## src/rtl/mcc_pkg.sv

```systemverilog
package mcc_pkg;
  parameter int unsigned OP_W  = 6;
  parameter int unsigned ALU_W = 6;
  localparam int unsigned ST_W = 5;

  typedef enum logic [ST_W-1:0] {
    ST_FETCH_A, ST_FETCH_B, ST_DECODE, ST_REG, ST_REG_IMM, ST_IMM_S,
    ST_IMM_U, ST_LD_ADDR, ST_LD_WB, ST_ST, ST_BR, ST_CALL, ST_CALL_REG,
    ST_JMP_REG, ST_HALT, ST_JMP_IMM, ST_IMM_HI
  } mcc_state_e;

  typedef struct packed {
    logic ir_en;
    logic pc_en;
    logic pc_add_imm;
    logic pc_sel_a;
    logic pc_sel_imm;
    logic rf_we;
    logic wsel_rc;
    logic wsel_ra;
    logic wdata_pc;
    logic wdata_mem;
    logic b_reg;
    logic imm_signed;
    logic branch;
    logic mem_rd;
    logic mem_wr;
    logic addr_data;
  } mcc_ctrl_t;

  // primary opcodes
  localparam logic [OP_W-1:0] OP_REGFMT    = 6'h3A;
  localparam logic [OP_W-1:0] OP_CALL      = 6'h00;
  localparam logic [OP_W-1:0] OP_JMP_IMM   = 6'h01;
  localparam logic [OP_W-1:0] OP_LOAD      = 6'h17;
  localparam logic [OP_W-1:0] OP_STORE     = 6'h15;
  localparam logic [OP_W-1:0] OP_BR_ALWAYS = 6'h06;

  // extended opcodes
  localparam logic [OP_W-1:0] OPX_CALL_REG = 6'h1D;
  localparam logic [OP_W-1:0] OPX_JMP_REG  = 6'h0D;
  localparam logic [OP_W-1:0] OPX_RET      = 6'h05;
  localparam logic [OP_W-1:0] OPX_HALT     = 6'h34;

  // ALU operation codes
  localparam logic [ALU_W-1:0] ALU_ADD   = 6'b000000;
  localparam logic [ALU_W-1:0] ALU_SUB   = 6'b001000;
  localparam logic [ALU_W-1:0] ALU_CLE   = 6'b011001;
  localparam logic [ALU_W-1:0] ALU_CGT   = 6'b011010;
  localparam logic [ALU_W-1:0] ALU_CNE   = 6'b011011;
  localparam logic [ALU_W-1:0] ALU_CEQ   = 6'b011100;
  localparam logic [ALU_W-1:0] ALU_CLEU  = 6'b011101;
  localparam logic [ALU_W-1:0] ALU_CGTU  = 6'b011110;
  localparam logic [ALU_W-1:0] ALU_AND   = 6'b100001;
  localparam logic [ALU_W-1:0] ALU_OR    = 6'b100010;
  localparam logic [ALU_W-1:0] ALU_XOR   = 6'b100011;
  localparam logic [ALU_W-1:0] ALU_ROL   = 6'b110000;
  localparam logic [ALU_W-1:0] ALU_SLL   = 6'b110010;
  localparam logic [ALU_W-1:0] ALU_SRL   = 6'b110011;
  localparam logic [ALU_W-1:0] ALU_SRA   = 6'b110111;
endpackage

```

## src/rtl/mcc_next.sv

```systemverilog
module mcc_next
  import mcc_pkg::*;
(
  input  mcc_state_e           state_i,
  input  logic [OP_W-1:0]      op_i,
  input  logic [OP_W-1:0]      opx_i,
  output mcc_state_e           next_o
);
  mcc_state_e prim_tgt, ext_tgt;

  always_comb begin
    unique case (opx_i)
      OPX_CALL_REG:                 ext_tgt = ST_CALL_REG;
      OPX_JMP_REG, OPX_RET:         ext_tgt = ST_JMP_REG;
      OPX_HALT:                     ext_tgt = ST_HALT;
      6'h12, 6'h1A, 6'h3A, 6'h02:   ext_tgt = ST_REG_IMM;
      6'h31, 6'h39, 6'h08, 6'h10, 6'h18, 6'h20, 6'h28, 6'h30,
      6'h0E, 6'h16, 6'h1E, 6'h13, 6'h1B, 6'h3B, 6'h03:
                                    ext_tgt = ST_REG;
      default:                      ext_tgt = ST_FETCH_A;
    endcase
  end

  always_comb begin
    unique case (op_i)
      OP_REGFMT:   prim_tgt = ext_tgt;
      OP_CALL:     prim_tgt = ST_CALL;
      OP_JMP_IMM:  prim_tgt = ST_JMP_IMM;
      OP_LOAD:     prim_tgt = ST_LD_ADDR;
      OP_STORE:    prim_tgt = ST_ST;
      6'h06, 6'h0E, 6'h16, 6'h1E, 6'h26, 6'h2E, 6'h36:
                   prim_tgt = ST_BR;
      6'h04, 6'h08, 6'h10, 6'h18, 6'h20:
                   prim_tgt = ST_IMM_S;
      6'h0C, 6'h14, 6'h1C, 6'h28, 6'h30:
                   prim_tgt = ST_IMM_U;
      6'h34:       prim_tgt = ST_IMM_HI;
      default:     prim_tgt = ST_FETCH_A;
    endcase
  end

  always_comb begin
    unique case (state_i)
      ST_FETCH_A: next_o = ST_FETCH_B;
      ST_FETCH_B: next_o = ST_DECODE;
      ST_DECODE:  next_o = prim_tgt;
      ST_LD_ADDR: next_o = ST_LD_WB;
      ST_HALT:    next_o = ST_HALT;
      default:    next_o = ST_FETCH_A;
    endcase
  end
endmodule

```

## src/rtl/mcc_outputs.sv

```systemverilog
module mcc_outputs
  import mcc_pkg::*;
(
  input  mcc_state_e state_i,
  output mcc_ctrl_t  ctrl_o
);
  always_comb begin
    ctrl_o = '0;
    unique case (state_i)
      ST_FETCH_A: ctrl_o.mem_rd = 1'b1;
      ST_FETCH_B: begin
        ctrl_o.ir_en = 1'b1;
        ctrl_o.pc_en = 1'b1;
      end
      ST_REG: begin
        ctrl_o.rf_we   = 1'b1;
        ctrl_o.wsel_rc = 1'b1;
        ctrl_o.b_reg   = 1'b1;
      end
      ST_REG_IMM: begin
        ctrl_o.rf_we   = 1'b1;
        ctrl_o.wsel_rc = 1'b1;
      end
      ST_IMM_S: begin
        ctrl_o.rf_we      = 1'b1;
        ctrl_o.imm_signed = 1'b1;
      end
      ST_IMM_U, ST_IMM_HI: ctrl_o.rf_we = 1'b1;
      ST_LD_ADDR: begin
        ctrl_o.mem_rd     = 1'b1;
        ctrl_o.addr_data  = 1'b1;
        ctrl_o.imm_signed = 1'b1;
      end
      ST_LD_WB: begin
        ctrl_o.wdata_mem = 1'b1;
        ctrl_o.rf_we     = 1'b1;
      end
      ST_ST: begin
        ctrl_o.mem_wr     = 1'b1;
        ctrl_o.addr_data  = 1'b1;
        ctrl_o.imm_signed = 1'b1;
      end
      ST_BR: begin
        ctrl_o.branch     = 1'b1;
        ctrl_o.b_reg      = 1'b1;
        ctrl_o.pc_add_imm = 1'b1;
        ctrl_o.imm_signed = 1'b1;
      end
      ST_CALL, ST_CALL_REG: begin
        ctrl_o.pc_en      = 1'b1;
        ctrl_o.pc_sel_imm = (state_i == ST_CALL);
        ctrl_o.pc_sel_a   = (state_i == ST_CALL_REG);
        ctrl_o.wdata_pc   = 1'b1;
        ctrl_o.wsel_ra    = 1'b1;
        ctrl_o.rf_we      = 1'b1;
      end
      ST_JMP_REG: begin
        ctrl_o.pc_en    = 1'b1;
        ctrl_o.pc_sel_a = 1'b1;
      end
      ST_JMP_IMM: begin
        ctrl_o.pc_en      = 1'b1;
        ctrl_o.pc_sel_imm = 1'b1;
      end
      default: ctrl_o = '0;
    endcase
  end
endmodule

```

## src/rtl/mcc_alu_map.sv

```systemverilog
module mcc_alu_map
  import mcc_pkg::*;
(
  input  logic [OP_W-1:0]  op_i,
  input  logic [OP_W-1:0]  opx_i,
  output logic [ALU_W-1:0] alu_op_o
);
  logic [ALU_W-1:0] prim_alu, ext_alu;

  always_comb begin
    unique case (opx_i)
      6'h31:        ext_alu = ALU_ADD;
      6'h39:        ext_alu = ALU_SUB;
      6'h08:        ext_alu = ALU_CLE;
      6'h10:        ext_alu = ALU_CGT;
      6'h18:        ext_alu = ALU_CNE;
      6'h20:        ext_alu = ALU_CEQ;
      6'h28:        ext_alu = ALU_CLEU;
      6'h30:        ext_alu = ALU_CGTU;
      6'h0E:        ext_alu = ALU_AND;
      6'h16:        ext_alu = ALU_OR;
      6'h1E:        ext_alu = ALU_XOR;
      6'h13, 6'h12: ext_alu = ALU_SLL;
      6'h1B, 6'h1A: ext_alu = ALU_SRL;
      6'h3B, 6'h3A: ext_alu = ALU_SRA;
      6'h03, 6'h02: ext_alu = ALU_ROL;
      default:      ext_alu = ALU_ADD;
    endcase
  end

  always_comb begin
    unique case (op_i)
      6'h06, 6'h26, 6'h20: prim_alu = ALU_CEQ;
      6'h0E, 6'h08:        prim_alu = ALU_CLE;
      6'h16, 6'h10:        prim_alu = ALU_CGT;
      6'h1E, 6'h18:        prim_alu = ALU_CNE;
      6'h2E, 6'h28:        prim_alu = ALU_CLEU;
      6'h36, 6'h30:        prim_alu = ALU_CGTU;
      6'h0C:               prim_alu = ALU_AND;
      6'h14, 6'h34:        prim_alu = ALU_OR;
      6'h1C:               prim_alu = ALU_XOR;
      default:             prim_alu = ALU_ADD;
    endcase
  end

  assign alu_op_o = (op_i == OP_REGFMT) ? ext_alu : prim_alu;
endmodule

```

## src/rtl/mcc_ctrl.sv

```systemverilog
module mcc_ctrl
  import mcc_pkg::*;
(
  input  logic             clk_i,
  input  logic             rst_ni,
  input  logic [OP_W-1:0]  op_i,
  input  logic [OP_W-1:0]  opx_i,
  output logic             ir_en_o,
  output logic             pc_en_o,
  output logic             pc_add_imm_o,
  output logic             pc_sel_a_o,
  output logic             pc_sel_imm_o,
  output logic             rf_we_o,
  output logic             wsel_rc_o,
  output logic             wsel_ra_o,
  output logic             wdata_pc_o,
  output logic             wdata_mem_o,
  output logic             b_reg_o,
  output logic             imm_signed_o,
  output logic             branch_o,
  output logic             mem_rd_o,
  output logic             mem_wr_o,
  output logic             addr_data_o,
  output logic [ALU_W-1:0] alu_op_o
);
  mcc_state_e state_q, state_d;
  mcc_ctrl_t  ctrl;

  always_ff @(posedge clk_i or negedge rst_ni) begin
    if (!rst_ni) state_q <= ST_FETCH_A;
    else         state_q <= state_d;
  end

  mcc_next u_next (
    .state_i (state_q),
    .op_i    (op_i),
    .opx_i   (opx_i),
    .next_o  (state_d)
  );

  mcc_outputs u_outputs (
    .state_i (state_q),
    .ctrl_o  (ctrl)
  );

  mcc_alu_map u_alu_map (
    .op_i     (op_i),
    .opx_i    (opx_i),
    .alu_op_o (alu_op_o)
  );

  assign ir_en_o      = ctrl.ir_en;
  assign pc_en_o      = ctrl.pc_en;
  assign pc_add_imm_o = ctrl.pc_add_imm;
  assign pc_sel_a_o   = ctrl.pc_sel_a;
  assign pc_sel_imm_o = ctrl.pc_sel_imm;
  assign rf_we_o      = ctrl.rf_we;
  assign wsel_rc_o    = ctrl.wsel_rc;
  assign wsel_ra_o    = ctrl.wsel_ra;
  assign wdata_pc_o   = ctrl.wdata_pc;
  assign wdata_mem_o  = ctrl.wdata_mem;
  assign b_reg_o      = ctrl.b_reg;
  assign imm_signed_o = ctrl.imm_signed;
  assign branch_o     = ctrl.branch;
  assign mem_rd_o     = ctrl.mem_rd;
  assign mem_wr_o     = ctrl.mem_wr;
  assign addr_data_o  = ctrl.addr_data;
endmodule

```

## config.mk

```make
export PLATFORM = sky130hd
export DESIGN_NAME = mcc_ctrl
export DESIGN_NICKNAME = d
export VERILOG_FILES = /design/src/rtl/mcc_pkg.sv /design/src/rtl/mcc_next.sv /design/src/rtl/mcc_outputs.sv /design/src/rtl/mcc_alu_map.sv /design/src/rtl/mcc_ctrl.sv
export SDC_FILE = /design/constraint.sdc
export NUM_CORES = 1
export LEC_CHECK = 0
export BUFFER_PORTS_ARGS = -buffer_cell sky130_fd_sc_hd__clkbuf_2
export CAP_MARGIN = 30
export CORE_ASPECT_RATIO = 0.75
export CORE_MARGIN = 3
export CORE_UTILIZATION = 48
export CTS_CLUSTER_SIZE = 16
export DETAILED_ROUTE_END_ITERATION = 16
export PLACE_DENSITY = 0.74
export SYNTH_ARGS = -nofsm -noshare
export SYNTH_HDL_FRONTEND = slang
export SYNTH_SLANG_ARGS = --single-unit
export TNS_END_PERCENT = 20
```

## constraint.sdc

```tcl
create_clock -name clk_i -period 1.54 [get_ports clk_i]
set_clock_uncertainty 0.1 [all_clocks]
set_input_delay 0.231 -clock clk_i [delete_from_list [all_inputs] [get_ports clk_i]]
set_output_delay 0.231 -clock clk_i [all_outputs]
set_load 0.02 [all_outputs]
```

==> results of run 1 <==
==> per-stage QoR <==
stage	worst slack [ps]	instances	area, µm²	hold WS, ps
global placement	-277.1	344	2170	-53.45
floorplan	-94.77	216	1499	-164.6
detailed placement	-359.5	344	2170	-49.60
CTS	-240.1	359	2509	255.2
==> cells by family after synthesis <==
logic type	synth area share, %
AND/OR/NAND/NOR	40.22
adder cells (fa/ha/maj)	4.529
buffers and inverters	10.42
AO/OA/AOI/OAI	33.06
flip-flops	9.058
multiplexers	1.449
XOR/XNOR	1.268
==> repair_timing <==
item | CTS
hold buffers | 1
resized for setup | 61
endpoints found under the setup margin | 26
hold endpoints to repair | 5
pin swaps | 16
buffers inserted | 10
==> synthesized netlist by cell type, types with 2 or more instances <==
cell / count
a211oi_1: 4
nand2b_1: 13
o21ai_1: 2
o21ai_0: 12
a2111oi_2: 2
nor2b_1: 6
buf_1: 2
nor2_1: 31
dfrtp_1: 5
a221oi_1: 2
buf_2: 12
nor3_1: 7
ha_1: 5
inv_1: 5
nand2_1: 22
buf_4: 3
nor3b_1: 4
clkbuf_1: 4
or3_1: 4
nand3_1: 8
o22ai_1: 2
o31ai_1: 3
nor4b_1: 2
a21oi_1: 17
mux2i_1: 2
a32oi_1: 3
o211ai_1: 7
==> metrics.md, run 1 <==
| Metric | Value |
|---|---|
| Largest cells by area after synthesis | `dfrtp_1 (9.1%), nor2_1 (8.4%), a21oi_1 (6.2%), nand2_1 (6.0%), nand2b_1 (5.9%)` |
| Syn avg cell area | `6.395 µm²` |
| Worst_ep grt | `imm_signed_o` |
| Top cell type's share of synthesized area | `9.058%` |
| I/O Buffers | `35` |
| GP Congestion | `0.8936` |
| Status | `stopped before the end` |
| CTS buffer count | `3` |
| Net count after synthesis | `235` |
| Main flop type after synthesis | `dfrtp_1` |
| Synth Register Bits | `5` |
| Site Rows | `16` |
| Die W | `67.95 µm` |
| Starting Density | `51.49%` |
| Stop Error | `[ERROR DPL-0038] Utilization greater than 100%, impossible to legalize` |
| Worst ep type | `top-level output` |
| DP HPWL | `4179 µm` |
| Post-synthesis instance area | `1381 µm²` |
| Register area share after synthesis | `9.058%` |
| Top-level I/O count | `36` |
| Top cell type by total area after synthesis | `dfrtp_1` |
| CTS root buffer | `clkbuf_8` |
| EDFF count, synth | `0` |
| Clock Tree Buf Depth | `2` |
| Post-synthesis cell type count | `54` |
| H-Tree Depth | `1` |
| Largest net degree at the start of global routing | `13` |
| Mapped Cells | `216` |
| Die Span Y | `52.46 µm` |
| Ys async rst share | `100.0%` |
| Syn. warnings | `0` |
| CTS sink count | `5` |
| Last step reached | `global routing (5_1_grt)` |
==> run 2: changes to the inputs <==
--- a/config.mk
+++ b/config.mk
@@ -7,12 +7,10 @@
 export LEC_CHECK = 0
 export BUFFER_PORTS_ARGS = -buffer_cell sky130_fd_sc_hd__clkbuf_2
 export CAP_MARGIN = 30
-export CORE_ASPECT_RATIO = 0.75
-export CORE_MARGIN = 3
-export CORE_UTILIZATION = 48
-export CTS_CLUSTER_SIZE = 16
+export CORE_AREA = 3 3 64 66
 export DETAILED_ROUTE_END_ITERATION = 16
-export PLACE_DENSITY = 0.74
+export DIE_AREA = 0 0 67 69
+export PLACE_DENSITY_LB_ADDON = 0.15
 export SYNTH_ARGS = -nofsm -noshare
 export SYNTH_HDL_FRONTEND = slang
 export SYNTH_SLANG_ARGS = --single-unit
==> constraint.sdc (replaced) <==
create_clock -name clk_i -period 2 [get_ports clk_i]
set_clock_uncertainty 0.1 [all_clocks]
set_input_delay 0.3 -clock clk_i [delete_from_list [all_inputs] [get_ports clk_i]]
set_output_delay 0.3 -clock clk_i [all_outputs]
set_load 0.02 [all_outputs]
==> run 2 against run 1 <==
The run now ends clean. Synthesized area unchanged. Synthesized cell count unchanged.
==> metrics.md, run 2 <==
| Metric | Value |
|---|---|
| WL/cell | `13.35 µm` |
| Max-Cap Viols | `0` |
| Vias per std cell | `5.492` |
| Pleak | `0.8001 nW` |
| Biggest regs | `state_q x5` |
| TritonCTS clock tree | `yes` |
| H-Tree Depth | `1 (unchanged)` |
| Ys async rst share | `100.0% (unchanged)` |
| Number of flip-flops in the largest register | `5` |
| Worst-margin pin slew | `365.2 ps` |
| Area Overhead vs Synth | `32.43%` |
| Number of global-route vias before repair | `1546` |
| Pwr Total | `1.100 mW` |
| CTS buffer count | `3 (unchanged)` |
| Worst-path fanout max | `4` |
| Die footprint | `4623 µm²` |
| Top cell type's share of synthesized area | `9.058% (unchanged)` |
| DP Area | `1725 µm² (-20%)` |
| Synth Register Bits | `5 (unchanged)` |
| Worst slack, placed | `39.26 ps (+398.8 ps)` |
| Die Span Y | `69 µm (+32%)` |
| Worst VDD drop | `0.0002612 V` |
| Fin crit period | `1949 ps` |
| Worst Setup End Kind | `output pin` |
| Syn. warnings | `0 (unchanged)` |
| Gr usage total | `18.27%` |
| First drt pass iteration count | `4` |
| Hold Vio Cnt, Final | `0` |
| Starting Density | `38.02% (-13 points)` |
| RSZ-0062 raised after global routing | `true` |
| Crit Path Class | `in -> out` |
| Max Clk Rate | `513.1 MHz` |
| Initial antenna violation count | `0` |
| Main flop type after synthesis | `dfrtp_1` |
| CTS root buffer | `clkbuf_8` |
| Final Cell Area | `1829 µm²` |
| DR iter-0 viols | `103` |
| Setup TNS | `0 ps` |
| Fin Hold WS | `324.3 ps` |
| Clk pin slew, worst setup/hold paths | `40 ps` |
| Net count after synthesis | `235 (unchanged)` |
| Mapped Cells | `216 (unchanged)` |
| Hold/Removal Path Class | `in -> async` |
| Area of the multi-input gates | `1154 µm²` |
| Setup violators final | `0` |
| Drt drc | `0` |
| Largest register by flop count | `state_q` |
| CORE AREA | `3633 µm²` |
| PwrDens | `601.4 nW/µm²` |
| Vias | `1708` |
| Worst skew pair latency | `220 ps` |
| Layout cells sized above 1 | `33.84%` |
| First-pass GRT wire length | `7044 µm` |
| Arrival @ worst endpoint | `1550 ps` |
| Status | `complete, no violations` |
| Syn avg cell area | `6.395 µm² (unchanged)` |
| Most common cell after layout, fill and taps aside | `buf_4` |
| Final Net Count | `283` |
| Req. time, crit path | `1600 ps` |
| Slew Limit Fails | `0` |
| Most frequent cells in the layout | `buf_4 (33), nor2_1 (31), clkbuf_2 (28), nand2_1 (22), a21oi_1 (16)` |
| Clock Tree Buf Depth | `2 (unchanged)` |
| CTS sink count | `5 (unchanged)` |
| Commonest cells post-synth | `nor2_1 (31), nand2_1 (22), a21oi_1 (17), nand2b_1 (13)` |
| Rel. slew slack | `75.60%` |
| Top cell type by total area after synthesis | `dfrtp_1` |
| GRT overflow | `0` |
| # diodes | `0` |
| Top-count cell post-synth | `nor2_1` |
| CP startpoint kind | `input port` |
| DRT antenna net count | `0` |
| Post-synthesis cell type count | `54 (unchanged)` |
| DP HPWL | `3240 µm (-22%)` |
| Die W | `67 µm (-1.4%)` |
| Site Rows | `22 (+6)` |
| GP Congestion | `0.8744 (-2.1%)` |
| Register area share after synthesis | `9.058% (unchanged)` |
| Number of fill cells | `419` |
| Tcrit/Tclk final | `97.46%` |
| Final wirelength | `4151 µm` |
| Largest cells by area after synthesis | `dfrtp_1 (9.1%), nor2_1 (8.4%), a21oi_1 (6.2%), nand2_1 (6.0%), nand2b_1 (5.9%)` |
| Post-synthesis instance area | `1381 µm² (unchanged)` |
| I/O Buffers | `35 (unchanged)` |
| EDFF count, synth | `0 (unchanged)` |
| Top-level I/O count | `36 (unchanged)` |
| Post-route setup slack | `50.88 ps` |
| Largest net degree at the start of global routing | `17` |
| Sequential Area | `130.1 µm²` |
==> run 2: timing repair <==
action,4_1_cts,5_1_grt
cloned,0,0
hold buffers,1,0
pin swaps,0,3
resized for setup,2,23
setup endpoints to repair,3,13
endpoints found under the hold margin,5,0
buffers inserted,0,0
==> run 2: kinds of logic after synthesis <==
| family | Yosys count | share of synthesized area [%] |
|---|---|---|
| AND/OR/NAND/NOR | 107 | 40.22 |
| AO/OA/AOI/OAI | 66 | 33.06 |
| buffers and inverters | 29 | 10.42 |
| adder cells (fa/ha/maj) | 5 | 4.529 |
| flip-flops | 5 | 9.058 |
| XOR/XNOR | 2 | 1.268 |
| multiplexers | 2 | 1.449 |
==> run 2: metal layers <==
metal / global-route usage [%] / routed length (µm) / vias up / share of wire [%]
li1: - / - / 883 / -
met1: 27.56 / 2013 / 777 / 48
met2: 27.84 / 1935 / 45 / 47
met3: 1.140 / 178 / 3 / 4.3
met4: 4.279 / 23 / 0 / 0.55
met5: 0 / 0 / - / 0
==> run 2: worst paths after layout <==
check / start / slack, ps / depth (start not counted) / endpoint
max: opx_i[1] / 50 / 10 / alu_op_o[0]
min: rst_ni / 320 / 2 / state_q[4]
max reg2reg: state_q[2] / 470 / 4 / state_q[4]
min reg2reg: state_q[0] / 500 / 1 / state_q[2]
max in group asynchronous: rst_ni / 1320 / 2 / state_q[0]
min in group clk_i: op_i[5] / 330 / 3 / state_q[4]
==> run 2: final cells by class <==
type | instances | area share [%]
flip-flops and latches | 5 | 7.114
repair buffers | 66 | 22.85
well taps | 48 | 3.283
clock buffers | 4 | 2.462
multi-input cells | 182 | 63.06
inverters | 6 | 1.231
==> run 2: report_power, final <==
group	switching (mW)	leakage [nW]	internal (mW)	total [mW]
combinational	0.405	0.717	0.308	0.712
sequential	0.0681	0.0608	0.128	0.197
clock	0.0538	0.0228	0.137	0.191
total	0.527	0.800	0.573	1.10
==> run 2: metrics by stage <==
step                utilization [%]  instances
finish                        50.34        311
global route                  50.34        311
CTS                           49.07        311
detailed placement            47.49        306
global placement              47.49        306
floorplan                         -        216
==> run 2: worst max-delay path, cell delays in order <==
cell      delay [ps]
clkbuf_2         120
inv_1             60
buf_4            150
ha_1             180
nor2_1            90
nand2_1           90
a21oi_2          190
o211ai_1         120
nand2_1           90
buf_2            160
Power figures use the tool's default switching activity.
==> run 3: changes to the inputs <==
--- a/config.mk
+++ b/config.mk
@@ -11,6 +11,7 @@
 export DETAILED_ROUTE_END_ITERATION = 16
 export DIE_AREA = 0 0 67 69
 export PLACE_DENSITY_LB_ADDON = 0.15
+export REMOVE_ABC_BUFFERS = 1
 export SYNTH_ARGS = -nofsm -noshare
 export SYNTH_HDL_FRONTEND = slang
 export SYNTH_SLANG_ARGS = --single-unit
==> run 3 against run 2 <==
Via count down 2.4%. Sequential power up 6%. Global-route usage down 0.62 points. Sequential cell count unchanged. Clock power about the same. Die area unchanged. Fmax up 0.14%. Hold slack better by 6.5 ps. Largest cell class unchanged. Highest routed layer is now met3.
==> metrics.md, run 3 (synthesized netlist as in run 2, its figures left out) <==
| Metric | Value |
|---|---|
| Drt drc | `0 (unchanged)` |
| H-Tree Depth | `1 (unchanged)` |
| CTS root buffer | `clkbuf_8` |
| Die Span Y | `69 µm (unchanged)` |
| Cell internal pwr | `569.9 µW (-0.57%)` |
| Largest register by flop count | `state_q` |
| Global-route met3 utilization | `2.117% (+0.98 points)` |
| Met2 GRT Util | `26.64% (-1.2 points)` |
| Rel. slew slack | `75.17% (-0.44 points)` |
| Worst VDD drop | `0.0002371 V (-9.2%)` |
| Final wirelength | `4042 µm (-2.6%)` |
| Most common cell after layout, fill and taps aside | `nor2_1` |
| Dpl cells | `300 (-2.0%)` |
| PwrDens | `615.0 nW/µm² (+2.3%)` |
| Routing usage on met1 | `26.61% (-0.95 points)` |
| DP HPWL | `3094 µm (-4.5%)` |
| Req. time, crit path | `1600 ps (about the same)` |
| Switching portion of total power | `48.28% (+0.39 points)` |
| Arrival @ worst endpoint | `1550 ps (about the same)` |
| Net Sw Power | `532.0 µW (+0.98%)` |
| Worst-path fanout max | `2 (-2)` |
| Vias per std cell | `5.466 (-0.48%)` |
| Pleak | `0.7767 nW (-2.9%)` |
| Clock Tree Buf Depth | `2 (unchanged)` |
| Clock power frac | `17.1% (-0.3 points)` |
| Die W | `67 µm (unchanged)` |
| Starting Density | `38.02% (unchanged)` |
| Crit-path leading delay family | `simple AND/OR/NAND/NOR gates` |
| Slowest stage delay, CP | `350 ps (+160 ps)` |
| Top-level I/O count | `36 (unchanged)` |
| WP buf/inv | `3 (-1)` |
| CP startpoint kind | `input port` |
| WL/cell | `13.25 µm (-0.71%)` |
| Number of global-route vias before repair | `1441 (-6.8%)` |
| Worst-margin pin slew | `371.7 ps (+6.536 ps)` |
| Clk pin slew, worst setup/hold paths | `40 ps (about the same)` |
| CORE AREA | `3633 µm² (unchanged)` |
| TritonCTS clock tree | `yes` |
| GRT overflow | `0 (unchanged)` |
| I/O Buffers | `35 (unchanged)` |
| Number of flip-flops in the largest register | `5 (unchanged)` |
| Area Overhead vs Synth | `29.71%` |
| Pwr Total | `1.102 mW (+0.18%)` |
| Biggest regs | `state_q x5` |
| Largest net degree at the start of global routing | `18 (+1)` |
| Max Clk Rate | `513.8 MHz (+0.14%)` |
| Gr usage total | `17.65% (-0.62 points)` |
| Post-route setup slack | `53.66 ps (+2.781 ps)` |
| Worst skew pair latency | `220 ps (about the same)` |
| DRT antenna net count | `0 (unchanged)` |
| CP cell instances | `clkbuf_2, inv_2, ha_2, nand2_1, or3_1, o31ai_1, a32oi_1, nor2_1, buf_4` |
| Worst slack, placed | `-57.71 ps (-96.97 ps)` |
| Layout cells sized above 1 | `31.91% (-1.9 points)` |
| Worst path slowest cell | `or3_1` |
| Die footprint | `4623 µm² (unchanged)` |
| Initial antenna violation count | `0 (unchanged)` |
| Most Crowded Layer GR | `met2` |
| DR iter-0 viols | `64 (-38%)` |
| Max-Cap Viols | `0 (unchanged)` |
| Slew Limit Fails | `0 (unchanged)` |
| Tcrit/Tclk final | `97.32% (-0.14 points)` |
| Vias | `1667 (-2.4%)` |
| Number of fill cells | `403 (-3.8%)` |
| DP Area | `1688 µm² (-2.2%)` |
| Status | `complete, no violations` |
| Hold/Removal Path Class | `in -> async` |
| RSZ-0062 raised after global routing | `true` |
| Final Net Count | `277 (-2.1%)` |
| Fin crit period | `1946 ps (-2.781 ps)` |
| CTS sink count | `5 (unchanged)` |
| Site Rows | `22 (unchanged)` |
| Comb pwr share | `64.0% (-0.8 points)` |
| Setup TNS | `0 ps (unchanged)` |
| GP Congestion | `0.8203 (-6.2%)` |
| Non-Filler Instances | `305 (-1.9%)` |
| Final Cell Area | `1792 µm² (-2.1%)` |
| CTS buffer count | `3 (unchanged)` |
| # diodes | `0 (unchanged)` |
| Sequential share of power | `18.9% (+1.0 points)` |
| Worst Setup End Kind | `output pin` |
| Hold Vio Cnt, Final | `0 (unchanged)` |
| Crit Path Class | `in -> out` |
| Most frequent cells in the layout | `nor2_1 (31), clkbuf_2 (30), buf_4 (25), nand2_1 (22), a21oi_1 (16)` |
| Setup violators final | `0 (unchanged)` |
| First drt pass iteration count | `4 (unchanged)` |
| First-pass GRT wire length | `6734 µm (-4.4%)` |
## run 3: area by class of cell
class                   instances  area, µm²  share of cell area [%]
clock inverters                 1      5.005                  0.2793
clock buffers                   3      41.29                   2.304
flip-flops and latches          5      130.1                   7.263
repair buffers                 60      382.9                   21.37
well taps                      48      60.06                   3.352
inverters                       6      22.52                   1.257
multi-input cells             182       1150                   64.18
## run 3: final timing paths
path	startpoint	slack (ps)	end	cells past startpoint
worst max-delay path	opx_i[0]	50	alu_op_o[5]	9
worst min-delay path	rst_ni	330	state_q[4]	2
worst max register to register	state_q[0]	380	state_q[4]	4
worst min register to register	state_q[4]	420	state_q[0]	1
max in group asynchronous	rst_ni	1310	state_q[2]	2
min in group clk_i	state_q[4]	420	state_q[0]	1
## run 3: metal layers
metal / vias to the layer above / share of wire (%)
li1: 867 / -
met5: - / 0
met3: 0 / 3.9
met2: 41 / 47
met4: 0 / 0
met1: 759 / 49
## run 3: worst register-to-register path, delay by kind of cell, from the launching register on
kind,cells,cell delay (ps)
simple gates,2,560
flops,1,480
buf+inv,2,360
## run 3: metrics by stage
stage / hold slack, ps / utilization, %
global route: 348.6 / 49.31
CTS: 324.5 / 48.17
finish: 330.9 / 49.31
floorplan: -95.59 / -
detailed placement: 25.50 / 46.45
global placement: 24.85 / 46.45
## run 3: what timing repair did
action | 4_1_cts | 5_1_grt
pin swaps | 0 | 1
setup buffers | 0 | 0
hold buffers | 1 | 0
gates resized for setup | 4 | 17
endpoints found under the setup margin | 6 | 10
endpoints found under the hold margin | 5 | 0
## run 3: power groups by stage
stage | logic (mW) | registers (mW) | clock network [mW]
floorplan | 0.422 | 0.183 | 0
global placement | 0.670 | 0.198 | 0
detailed placement | 0.670 | 0.197 | 0
CTS | 0.676 | 0.199 | 0.194
global route | 0.780 | 0.217 | 0.201
finish | 0.705 | 0.208 | 0.189
==> run 4: changes to the inputs <==
--- a/config.mk
+++ b/config.mk
@@ -10,7 +10,6 @@
 export CORE_AREA = 3 3 64 66
 export DETAILED_ROUTE_END_ITERATION = 16
 export DIE_AREA = 0 0 67 69
-export PLACE_DENSITY_LB_ADDON = 0.15
 export REMOVE_ABC_BUFFERS = 1
 export SYNTH_ARGS = -nofsm -noshare
 export SYNTH_HDL_FRONTEND = slang
==> run 4 against run 3 <==
Worst setup slack improved by 3.3 ps. Hold slack worse by 4.0 ps. Global-route usage down 0.25 points. Combinational power increased by 3.4%. Critical path type is now reg -> out. Largest power group unchanged.
==> metrics.md, run 4 (synthesized netlist as in run 2, its figures left out) <==
| Metric | Value |
|---|---|
| Fin crit period | `1943 ps (-3.314 ps)` |
| CTS buffer count | `3 (unchanged)` |
| Most frequent cells in the layout | `buf_4 (33), nor2_1 (31), clkbuf_2 (29), nand2_1 (22), a21oi_1 (16)` |
| Die Span Y | `69 µm (unchanged)` |
| R2R Path Start | `state_q[1]` |
| Largest net degree at the start of global routing | `18 (unchanged)` |
| Site Rows | `22 (unchanged)` |
| PwrDens | `614.5 nW/µm² (about the same)` |
| TritonCTS clock tree | `yes` |
| Number of fill cells | `386 (-4.2%)` |
| Status | `complete, no violations` |
| CTS root buffer | `clkbuf_8` |
| Vias per std cell | `5.458 (-0.13%)` |
| CORE AREA | `3633 µm² (unchanged)` |
| Clock Tree Buf Depth | `2 (unchanged)` |
| Hold/Removal Path Class | `in -> async` |
| Slew Limit Fails | `0 (unchanged)` |
| Area Overhead vs Synth | `32.07%` |
| Final Net Count | `284 (+2.5%)` |
| Die footprint | `4623 µm² (unchanged)` |
| H-Tree Depth | `1 (unchanged)` |
| Clk pin slew, worst setup/hold paths | `30 ps (about the same)` |
| CP startpoint | `state_q[0]` |
| Most common cell after layout, fill and taps aside | `buf_4` |
| Drt drc | `0 (unchanged)` |
| Req. time, crit path | `1600 ps (about the same)` |
| WL/cell | `12.79 µm (-3.5%)` |
| Final wirelength | `3989 µm (-1.3%)` |
| Hold Vio Cnt, Final | `0 (unchanged)` |
| Die W | `67 µm (unchanged)` |
| Tcrit/Tclk final | `97.15% (-0.17 points)` |
| Worst slack, placed | `4.353 ps (+62.07 ps)` |
| CP startpoint kind | `register` |
| CP cell instances | `nand2b_1, a21oi_1, a2111oi_0, a21oi_1, clkbuf_2` |
| Slowest stage delay, CP | `510 ps (+160 ps)` |
| # diodes | `0 (unchanged)` |
| Pleak | `0.8041 nW (+3.5%)` |
| Fin util | `50.21% (+0.90 points)` |
| Number of global-route vias before repair | `1519 (+5.4%)` |
| First drt pass iteration count | `4 (unchanged)` |
| Layout cells sized above 1 | `33.71% (+1.8 points)` |
| Max Clk Rate | `514.7 MHz (+0.17%)` |
| Worst Setup End Kind | `output pin` |
| Arrival @ worst endpoint | `1540 ps (about the same)` |
| Rel. slew slack | `75.40% (+0.23 points)` |
| Crit Path Class | `reg -> out` |
| Biggest regs | `state_q x5` |
| Number of flip-flops in the largest register | `5 (unchanged)` |
| Max-Cap Viols | `0 (unchanged)` |
| Initial antenna violation count | `0 (unchanged)` |
| Top-level I/O count | `36 (unchanged)` |
| RSZ-0062 raised after global routing | `true` |
| Worst skew pair latency | `220 ps (about the same)` |
| GP Congestion | `0.8877 (+8.2%)` |
| Post-route setup slack | `56.98 ps (+3.314 ps)` |
| DRT antenna net count | `0 (unchanged)` |
| Vias | `1703 (+2.2%)` |
| Largest register by flop count | `state_q` |
| Worst VDD drop | `0.0002542 V (+7.2%)` |
| DR iter-0 viols | `146 (+130%)` |
| WP buf/inv | `1 (-2)` |
| Worst path slowest cell | `dfrtp_2` |
| Setup violators final | `0 (unchanged)` |
| Starting Density | `38.02% (unchanged)` |
| GRT overflow | `0 (unchanged)` |
| Crit-path leading delay family | `flip-flops` |
| Cell mode on critical path | `a21oi_1` |
| CTS sink count | `5 (unchanged)` |
| First-pass GRT wire length | `6741 µm (+0.10%)` |
| Area of the multi-input gates | `1144 µm² (-0.54%)` |
| I/O Buffers | `35 (unchanged)` |
| Sequential Area | `130.1 µm² (unchanged)` |
| DP HPWL | `3066 µm (-0.90%)` |
| Worst-margin pin slew | `359.7 ps (-12.01 ps)` |
| Worst-path fanout max | `13 (+11)` |
| Gr usage total | `17.40% (-0.25 points)` |
[run 4: what timing repair did]
action / 4_1_cts / 5_1_grt
hold buffers: 1 / 0
buffers inserted: 0 / 3
endpoints found under the setup margin: 3 / 11
pin swaps: 0 / 3
hold endpoints to repair: 5 / 0
gates resized for setup: 3 / 19
[run 4: worst paths after layout]
path | to | slack (ps) | depth (start not counted)
setup / recovery | rf_we_o | 60 | 5
hold / removal | state_q[1] | 330 | 2
setup reg to reg | state_q[4] | 450 | 4
hold reg to reg | state_q[2] | 530 | 1
max in group asynchronous | state_q[2] | 1320 | 2
min in group clk_i | state_q[4] | 500 | 4
[run 4: metrics by stage]
step           instance area [µm²]  cells  power, mW  setup TNS [ps]  hold slack [ps]
6_report                      1824    312      1.121               0            326.8
3_3_place_gp                  1705    304     0.8572               0            20.35
3_5_place_dp                  1705    304     0.8601               0            21.13
4_1_cts                       1764    309      1.055               0            323.3
5_1_grt                       1824    312      1.227          -110.5            363.8
2_1_floorplan                 1260    193     0.6048          -335.3           -95.59
[run 4: final cells by class]
| class | count | area share (%) |
|---|---|---|
| well taps | 48 | 3.292 |
| clock buffers | 4 | 2.469 |
| multi-input cells | 182 | 62.69 |
| repair buffers | 67 | 23.18 |
| inverters | 6 | 1.235 |
| flip-flops and latches | 5 | 7.133 |
[run 4: metal layers]
metal | share of wire [%] | vias to the layer above | track usage, %
met4 | 0 | 0 | 1.802
met2 | 47 | 43 | 27.18
li1 | - | 884 | -
met1 | 47 | 776 | 25.52
met3 | 5.2 | 0 | 2.932
met5 | 0 | - | 0
[run 4: where the power goes]
part,switching (mW),leakage (nW),internal [mW]
combinational,0.407,0.721,0.322
clock,0.0469,0.0228,0.137
sequential,0.0802,0.0608,0.128
total,0.534,0.804,0.587
[run 4: worst reg2reg max path: cells and delay by family, from the launching register on]
kind,cells,cell delay (ps)
buffers and inverters,1,180
and+or+nand+nor,3,670
DFF,1,470
